### src/rtl/spim_pkg.sv
package spim_pkg;

    localparam int DATA_W   = 8;
    localparam int REG_W    = 32;
    localparam int DIV_W    = 16;
    localparam int NUM_CS   = 3;

    localparam logic [3:0] OFF_CTRL = 4'h0;
    localparam logic [3:0] OFF_DATA = 4'h4;
    localparam logic [3:0] OFF_DIV  = 4'h8;

    localparam int B_CPHA    = 2;
    localparam int B_CPOL    = 3;
    localparam int B_FLUSHTX = 4;
    localparam int B_FLUSHRX = 5;
    localparam int B_GPOL    = 6;
    localparam int B_RUN     = 7;
    localparam int B_IEDONE  = 9;
    localparam int B_IEFILL  = 10;
    localparam int B_RDEN    = 12;
    localparam int B_DONE    = 16;
    localparam int B_RXAV    = 17;
    localparam int B_TXSP    = 18;
    localparam int B_RXHI    = 19;
    localparam int B_RXFULL  = 20;
    localparam int B_LPOL    = 21;

    typedef struct packed {
        logic [NUM_CS-1:0] line_pol;
        logic              rd_en;
        logic              ie_fill;
        logic              ie_done;
        logic              run;
        logic              gpol;
        logic              cpol;
        logic              cpha;
        logic [1:0]        sel;
    } ctrl_t;

    typedef enum logic {SH_IDLE, SH_RUN} sh_state_e;

    function automatic logic [NUM_CS-1:0] active_levels(ctrl_t c);
        return c.line_pol | {NUM_CS{c.gpol}};
    endfunction

endpackage

### src/rtl/spim_fifo.sv
module spim_fifo #(
    parameter int DEPTH = 16,
    parameter int WIDTH = 8,
    localparam int AW = $clog2(DEPTH),
    localparam int CW = $clog2(DEPTH + 1)
) (
    input  logic             clk,
    input  logic             rst,
    input  logic             flush,
    input  logic             push,
    input  logic [WIDTH-1:0] wdata,
    input  logic             pop,
    output logic [WIDTH-1:0] head,
    output logic [CW-1:0]    count,
    output logic             empty,
    output logic             full
);
    logic [WIDTH-1:0] mem [DEPTH];
    logic [AW-1:0]    wp, rp;

    assign empty = (count == '0);
    assign full  = (count == CW'(DEPTH));
    assign head  = empty ? '0 : mem[rp];

    function automatic logic [AW-1:0] nxt(logic [AW-1:0] p);
        return (p == AW'(DEPTH - 1)) ? '0 : p + 1'b1;
    endfunction

    logic do_push, do_pop;
    assign do_push = push && !full;
    assign do_pop  = pop && !empty;

    always_ff @(posedge clk) begin
        if (rst || flush) begin
            wp    <= '0;
            rp    <= '0;
            count <= '0;
        end else begin
            if (do_push) begin
                mem[wp] <= wdata;
                wp      <= nxt(wp);
            end
            if (do_pop)
                rp <= nxt(rp);
            if (do_push && !do_pop)
                count <= count + 1'b1;
            else if (do_pop && !do_push)
                count <= count - 1'b1;
        end
    end
endmodule

### src/rtl/spim_shifter.sv
module spim_shifter
    import spim_pkg::*;
#(
    parameter int BITS   = DATA_W,
    parameter int DIVW   = DIV_W,
    localparam int CNT_W = DIVW + 1,
    localparam int IDX_W = $clog2(2 * BITS)
) (
    input  logic            clk,
    input  logic            rst,
    input  logic            en,
    input  logic            go,
    input  logic            cpol,
    input  logic            cpha,
    input  logic [DIVW-1:0] div,
    input  logic [BITS-1:0] tx_byte,
    output logic            tx_pop,
    input  logic            miso,
    output logic            rx_push,
    output logic [BITS-1:0] rx_byte,
    output logic            busy,
    output logic            sclk,
    output logic            mosi
);
    localparam logic [IDX_W-1:0] LAST = IDX_W'(2 * BITS - 1);

    sh_state_e        state;
    logic [CNT_W-1:0] cnt, half;
    logic [IDX_W-1:0] idx;
    logic             phase;
    logic [BITS-1:0]  tx_sh, rx_sh;
    logic             tick, leading, sample_now, shift_now;

    always_comb begin
        if (div == '0)
            half = CNT_W'(1) << (DIVW - 1);
        else if (div[DIVW-1:1] == '0)
            half = CNT_W'(1);
        else
            half = {2'b00, div[DIVW-1:1]};
    end

    assign busy       = (state == SH_RUN);
    assign tick       = busy && (cnt == half - 1'b1);
    assign leading    = !idx[0];
    assign sample_now = tick && (leading != cpha);
    assign shift_now  = tick && (cpha ? (leading && idx != '0) : (!leading && idx != LAST));
    assign tx_pop     = en && go && (state == SH_IDLE);
    assign rx_push    = tick && (idx == LAST);
    assign rx_byte    = cpha ? {rx_sh[BITS-2:0], miso} : rx_sh;
    assign sclk       = cpol ^ phase;
    assign mosi       = tx_sh[BITS-1];

    always_ff @(posedge clk) begin
        if (rst) begin
            state <= SH_IDLE;
            cnt   <= '0;
            idx   <= '0;
            phase <= 1'b0;
            tx_sh <= '0;
            rx_sh <= '0;
        end else if (!en) begin
            state <= SH_IDLE;
            cnt   <= '0;
            phase <= 1'b0;
        end else begin
            case (state)
                SH_IDLE: if (go) begin
                    state <= SH_RUN;
                    tx_sh <= tx_byte;
                    cnt   <= '0;
                    idx   <= '0;
                    phase <= 1'b0;
                end
                SH_RUN: if (tick) begin
                    cnt   <= '0;
                    phase <= !phase;
                    idx   <= idx + 1'b1;
                    if (shift_now)
                        tx_sh <= {tx_sh[BITS-2:0], 1'b0};
                    if (sample_now)
                        rx_sh <= {rx_sh[BITS-2:0], miso};
                    if (idx == LAST)
                        state <= SH_IDLE;
                end else begin
                    cnt <= cnt + 1'b1;
                end
                default: state <= SH_IDLE;
            endcase
        end
    end
endmodule

### src/rtl/spim_ctrl.sv
module spim_ctrl
    import spim_pkg::*;
#(
    parameter int FIFO_DEPTH = 16,
    parameter int FILL_LEVEL = 12,
    localparam int CW = $clog2(FIFO_DEPTH + 1)
) (
    input  logic              clk,
    input  logic              rst,
    input  logic              reg_en,
    input  logic              reg_we,
    input  logic [3:0]        reg_addr,
    input  logic [REG_W-1:0]  reg_wdata,
    output logic [REG_W-1:0]  reg_rdata,
    output logic              irq,
    output logic              spi_sclk,
    output logic              spi_mosi,
    input  logic              spi_miso,
    output logic [NUM_CS-1:0] spi_cs
);
    ctrl_t             ctrl_q;
    logic [DIV_W-1:0]  div_q;

    logic wr_ctrl, wr_data, rd_data, wr_div;
    assign wr_ctrl = reg_en && reg_we && (reg_addr == OFF_CTRL);
    assign wr_data = reg_en && reg_we && (reg_addr == OFF_DATA);
    assign rd_data = reg_en && !reg_we && (reg_addr == OFF_DATA);
    assign wr_div  = reg_en && reg_we && (reg_addr == OFF_DIV);

    logic flush_tx, flush_rx;
    assign flush_tx = wr_ctrl && reg_wdata[B_FLUSHTX];
    assign flush_rx = wr_ctrl && reg_wdata[B_FLUSHRX];

    always_ff @(posedge clk) begin
        if (rst) begin
            ctrl_q <= '0;
            div_q  <= '0;
        end else begin
            if (wr_ctrl) begin
                ctrl_q.line_pol <= reg_wdata[B_LPOL +: NUM_CS];
                ctrl_q.rd_en    <= reg_wdata[B_RDEN];
                ctrl_q.ie_fill  <= reg_wdata[B_IEFILL];
                ctrl_q.ie_done  <= reg_wdata[B_IEDONE];
                ctrl_q.run      <= reg_wdata[B_RUN];
                ctrl_q.gpol     <= reg_wdata[B_GPOL];
                ctrl_q.cpol     <= reg_wdata[B_CPOL];
                ctrl_q.cpha     <= reg_wdata[B_CPHA];
                ctrl_q.sel      <= reg_wdata[1:0];
            end
            if (wr_div)
                div_q <= reg_wdata[DIV_W-1:0];
        end
    end

    logic [DATA_W-1:0] tx_head, rx_head, rx_byte;
    logic [CW-1:0]     tx_count, rx_count;
    logic              tx_empty, tx_full, rx_empty, rx_full;
    logic              sh_pop, sh_push, sh_busy;

    spim_fifo #(.DEPTH(FIFO_DEPTH), .WIDTH(DATA_W)) u_txq (
        .clk(clk), .rst(rst), .flush(flush_tx),
        .push(wr_data), .wdata(reg_wdata[DATA_W-1:0]),
        .pop(sh_pop), .head(tx_head),
        .count(tx_count), .empty(tx_empty), .full(tx_full)
    );

    spim_fifo #(.DEPTH(FIFO_DEPTH), .WIDTH(DATA_W)) u_rxq (
        .clk(clk), .rst(rst), .flush(flush_rx),
        .push(sh_push), .wdata(rx_byte),
        .pop(rd_data), .head(rx_head),
        .count(rx_count), .empty(rx_empty), .full(rx_full)
    );

    spim_shifter #(.BITS(DATA_W), .DIVW(DIV_W)) u_shift (
        .clk(clk), .rst(rst), .en(ctrl_q.run),
        .go(!tx_empty && !rx_full),
        .cpol(ctrl_q.cpol), .cpha(ctrl_q.cpha), .div(div_q),
        .tx_byte(tx_head), .tx_pop(sh_pop),
        .miso(spi_miso), .rx_push(sh_push), .rx_byte(rx_byte),
        .busy(sh_busy), .sclk(spi_sclk), .mosi(spi_mosi)
    );

    logic done, rx_hi;
    assign done  = ctrl_q.run && tx_empty && !sh_busy;
    assign rx_hi = (rx_count >= CW'(FILL_LEVEL));
    assign irq   = (done && ctrl_q.ie_done) || (rx_hi && ctrl_q.ie_fill);

    logic [NUM_CS-1:0] act_lvl;
    assign act_lvl = active_levels(ctrl_q);

    for (genvar i = 0; i < NUM_CS; i++) begin : g_cs
        logic on;
        assign on        = ctrl_q.run && (ctrl_q.sel == 2'(i));
        assign spi_cs[i] = on ? act_lvl[i] : !act_lvl[i];
    end

    logic [REG_W-1:0] status_w;
    always_comb begin
        status_w                      = '0;
        status_w[1:0]                 = ctrl_q.sel;
        status_w[B_CPHA]              = ctrl_q.cpha;
        status_w[B_CPOL]              = ctrl_q.cpol;
        status_w[B_GPOL]              = ctrl_q.gpol;
        status_w[B_RUN]               = ctrl_q.run;
        status_w[B_IEDONE]            = ctrl_q.ie_done;
        status_w[B_IEFILL]            = ctrl_q.ie_fill;
        status_w[B_RDEN]              = ctrl_q.rd_en;
        status_w[B_DONE]              = done;
        status_w[B_RXAV]              = !rx_empty;
        status_w[B_TXSP]              = !tx_full;
        status_w[B_RXHI]              = rx_hi;
        status_w[B_RXFULL]            = rx_full;
        status_w[B_LPOL +: NUM_CS]    = ctrl_q.line_pol;
    end

    always_comb begin
        case (reg_addr)
            OFF_CTRL: reg_rdata = status_w;
            OFF_DATA: reg_rdata = {{(REG_W-DATA_W){1'b0}}, rx_head};
            OFF_DIV:  reg_rdata = {{(REG_W-DIV_W){1'b0}}, div_q};
            default:  reg_rdata = '0;
        endcase
    end

    logic unused_bits;
    assign unused_bits = ^{reg_wdata[REG_W-1:B_LPOL+NUM_CS], reg_wdata[B_LPOL-1:B_RDEN+1],
                           reg_wdata[11], reg_wdata[8], tx_count};
endmodule

### config.mk
export PLATFORM = sky130hd
export DESIGN_NAME = spim_ctrl
export DESIGN_NICKNAME = d
export VERILOG_FILES = /design/src/rtl/spim_pkg.sv /design/src/rtl/spim_fifo.sv /design/src/rtl/spim_shifter.sv /design/src/rtl/spim_ctrl.sv
export SDC_FILE = /design/constraint.sdc
export NUM_CORES = 1
export LEC_CHECK = 0
export BUFFER_PORTS_ARGS = -buffer_cell sky130_fd_sc_hd__buf_2
export CELL_PAD_IN_SITES_DETAIL_PLACEMENT = 2
export CELL_PAD_IN_SITES_GLOBAL_PLACEMENT = 2
export CORE_AREA = 2 2 184 204
export CTS_CLUSTER_SIZE = 12
export DETAILED_ROUTE_END_ITERATION = 16
export DIE_AREA = 0 0 186 206
export PLACE_DENSITY = 0.86
export SLEW_MARGIN = 30
export SYNTH_ARGS = -nofsm -noshare
export SYNTH_HDL_FRONTEND = slang
export SYNTH_SLANG_ARGS = --single-unit
### constraint.sdc
create_clock -name clk -period 7 [get_ports clk]
set_clock_uncertainty 0.2 [all_clocks]
set_input_delay 1.4 -clock clk [delete_from_list [all_inputs] [get_ports clk]]
set_output_delay 1.4 -clock clk [all_outputs]
set_load 0.05 [all_outputs]
==> summary.md <==
| Metric | Value |
|---|---|
| Status | finished clean |
| Cell row count | 74 |
| Distinct cells, synth | just over 70 |
| Final Hold Fails | 0 |
| Initial Utilization | a little over two fifths |
| Register-to-Register Path Depth | 18 |
| Die X | between 150 and 200 µm |
| CTS H-Tree Depth | 2 |
| Final #Nets | around 1,300 |
| Worst flop-to-flop path startpoint | div_q[6]$_SDFFE_PP0P_ |
| Fin crit share | between 80% and 90% |
| Vias in the first global route | 11,800 |
| PwrDens | ~250 nW/µm² |
| Initial antenna violation count | 1 |
| Share of layout cells above drive strength 1 | between 15 and 20% |
| Netlist Area Pre-Place | 15,800 µm² |
| # diodes | 0 |
| Final setup violation count | 0 |
| First-pass GRT wire length | between 70 and 80 mm |
| Asr flop ratio synth | 0% |
| Worst IR Drop VDD | ~230 µV |
| Critical Path End Type | register |
| DR pass1 iterations | 5 |
| Global route overflow | 0 |
| Pre-CTS WS | approximately 1200 ps |
| Max-cap viol count | 0 |
| Hold Worst Slack | around 270 ps |
| Register bit total from synthesis | about 360 |
| Mapped Cells | 1,163 |
| RSZ-0062 raised after global routing | no |
| Dominant cell type by area after synthesis | edfxtp_1 |
| Cell Area, Placed | approximately 17,000 µm² |
| Reg-to-reg slack, setup | roughly 1000 ps |
| Area of the multi-input gates | 5750 µm² |
| Top fanout value on the critical path | 12 |
| CTS Buf Count | 40 |
| Post-synth EDFFs | roughly 260 |
| Relative slew slack | around 33% |
| Yosys top cell area share | between 40% and 50% |
| Count leader, synth | edfxtp_1 |
| Hold Path Class | register to register |
| 1st-iter DRT viols | 960 |
| Layout fillers | about 3,400 |
| Clk slew on worst S/H paths | 60 ps |
| Layout area overhead | 12.5% |
| Total negative slack | 0 ps |
| Top_reg_cell synth | edfxtp_1 |
| Crit path capture | u_rxq.count[4]$_SDFFE_PP0P_ |
| CTS Buffer Depth | 3 |
| Synth Area per Inst | around 14 µm² |
| Worst Setup Slack, final | 997 ps |
| Top post-synthesis cells by area | edfxtp_1 (49%), dfxtp_1 (13%), mux4_2 (9.5%) |
| Reg-to-Reg End | u_rxq.count[4]$_SDFFE_PP0P_ |
| Period minus WS final | approximately 6000 ps |
| Worst setup path start | div_q[6]$_SDFFE_PP0P_ |
| Top post-synthesis cells by count | edfxtp_1 (256), nand2_1 (130), dfxtp_1 (101) |
| CP required | between 7000 and 8000 ps |
| Yosys warns | 0 |
| Final core area utilization | 48.7% |
| Core footprint | 36,600 µm² |
| Max Slew Vio Count | 0 |
| Hold Buf Count CTS | 0 |
| Post-CTS setup buffers | 0 |
| DR vias/cell | between 6 and 7 |
| Final HPWL DP | between 30 and 40 mm |
| Sequential cell area | around 9700 µm² |
| Vias | about 11,000 |
| Leak | approximately 0.0058 µW |
| Die area | between 30,000 and 40,000 µm² |
| GRT Total Usage | between 20% and 30% |
| Root buffer cell | clkbuf_16 |
| I/O pin cnt | 79 |
| Worst Setup Path Type | register to register |
| Die Span Y | 206 µm |
| Design area | 17,800 µm² |
| Startpoint class of the critical path | register |
| Resize count post-CTS | 0 |
| Port bufs | 57 |
| Largest net degree at the start of global routing | 33 |
| Routed Wire Length | about 53 mm |
| Post-route ant nets | 0 |
| Sequential fraction of the synthesis area | between 60% and 70% |
| Worst skew pair latency | around 550 ps |
| Worst-Margin Slew | ~1000 ps |
| Critical path arrival | ~6200 ps |
| WL/cell | about 30 µm |
| TritonCTS clock tree | done |
| Number of remaining DRC errors | 0 |
| Final GP Congestion | 0.823 |
| Clock Sink Count | 357 |
| Max Freq | ~170 MHz |
power breakdown:
group	switching [µW]	leakage, µW	internal (µW)
sequential	7.16	0.00315	2250
clock	889	0.000619	1190
combinational	73.7	0.00200	21.7
total	970	0.00578	3460
layer usage:
| metal | global-route usage [%] | vias to the layer above | wire, µm |
|---|---|---|---|
| li1 | - | 4520 | - |
| met1 | 34.7 | 5570 | 20500 |
| met2 | 47.8 | 400 | 26500 |
| met3 | 4.46 | 160 | 2700 |
| met4 | 14.5 | 0 | 2760 |
| met5 | 0 | - | 0 |
cells by family after synthesis:
group	Yosys count	share of synthesized area (%)
flip-flops	357	61.3
multiplexers	101	11.8
other	1	0.0237
XOR/XNOR	34	1.88
adder cells (fa/ha/maj)	24	1.99
buffers and inverters	100	2.74
AO/OA/AOI/OAI	194	8.14
AND/OR/NAND/NOR	352	12.1
registers in the layout (all words and copies together), names as in the netlist, named ones only:
name           cells
u_shift.idx        4
div_q             16
u_rxq.mem        128
u_shift.tx_sh      8
u_rxq.count        5
u_txq.rp           4
ctrl_q            12
u_shift.phase      1
u_txq.mem        128
u_txq.count        5
u_txq.wp           4
u_rxq.rp           4
u_shift.busy       1
u_shift.rx_sh      8
u_shift.cnt       17
u_rxq.wp           4
placed cells by master, fill, tap and decap left out, types with 5 or more instances in the layout:
| cell | count |
|---|---|
| inv_1 | 23 |
| a221o_1 | 5 |
| mux4_2 | 67 |
| mux2i_1 | 23 |
| edfxtp_1 | 256 |
| clkinv_1 | 6 |
| nand3_1 | 20 |
| nand2_1 | 130 |
| xor2_1 | 17 |
| mux2_2 | 11 |
| conb_1 | 8 |
| o311ai_0 | 8 |
| and3_1 | 7 |
| ha_1 | 22 |
| a211oi_1 | 42 |
| or4_1 | 10 |
| a21o_1 | 7 |
| or3_1 | 9 |
| xnor2_1 | 17 |
| buf_2 | 57 |
| clkbuf_1 | 13 |
| o211ai_1 | 5 |
| buf_4 | 12 |
| clkbuf_16 | 41 |
| nand4_1 | 16 |
| a31oi_1 | 7 |
| nor3b_1 | 5 |
| o21ai_0 | 22 |
| nor3_1 | 9 |
| nor4_1 | 7 |
| nor2b_1 | 15 |
| and2_1 | 28 |
| nor3_2 | 10 |
| a21oi_1 | 74 |
| clkinv_2 | 6 |
| dfxtp_1 | 97 |
| nand2b_1 | 10 |
| nor2_1 | 45 |
per-stage QoR:
| step | total power (µW) | cells |
|---|---|---|
| detailed placement | 2390 | 1657 |
| finish | 4430 | 1731 |
| global route | 4540 | 1731 |
| global placement | 2380 | 1657 |
| floorplan | 2350 | 1170 |
| CTS | 4460 | 1730 |
final cells by class:
class	count	area share, %
Sequential cell	357	54.5
Multi-Input combinational cell	713	32.3
Inverter	24	0.506
Clock inverter	16	0.814
Timing Repair Buffer	70	2.15
Tap cell	494	3.47
Clock buffer	57	6.26
critical path, stage by stage, from the launching register on:
cell and delay, ps:
dfxtp_1 450, or4_1 670, nor3_1 390, a21oi_1 200, ha_1 360, xnor2_1 150
a311oi_1 280, o311ai_0 230, nor4_1 350, and4b_4 430, and3_1 260, ha_1 240
inv_1 130, fa_1 450, a21o_1 190, a21oi_1 240, xnor2_1 130, or3_1 340
a21oi_1 210
how the worst min path moves through the flow:
stage / startpoint / endpoint / slack, ps / cells after the start
floorplan: ctrl_q[8]$_SDFFE_PP0P_ / ctrl_q[8]$_SDFFE_PP0P_ / 240 / 2
global placement: ctrl_q[6]$_SDFFE_PP0P_ / ctrl_q[6]$_SDFFE_PP0P_ / 240 / 2
detailed placement: ctrl_q[7]$_SDFFE_PP0P_ / ctrl_q[7]$_SDFFE_PP0P_ / 250 / 2
CTS: ctrl_q[7]$_SDFFE_PP0P_ / ctrl_q[7]$_SDFFE_PP0P_ / 260 / 2
global route: ctrl_q[6]$_SDFFE_PP0P_ / ctrl_q[6]$_SDFFE_PP0P_ / 300 / 2
finish: ctrl_q[6]$_SDFFE_PP0P_ / ctrl_q[6]$_SDFFE_PP0P_ / 270 / 2
(Power assumes the default switching activity.)
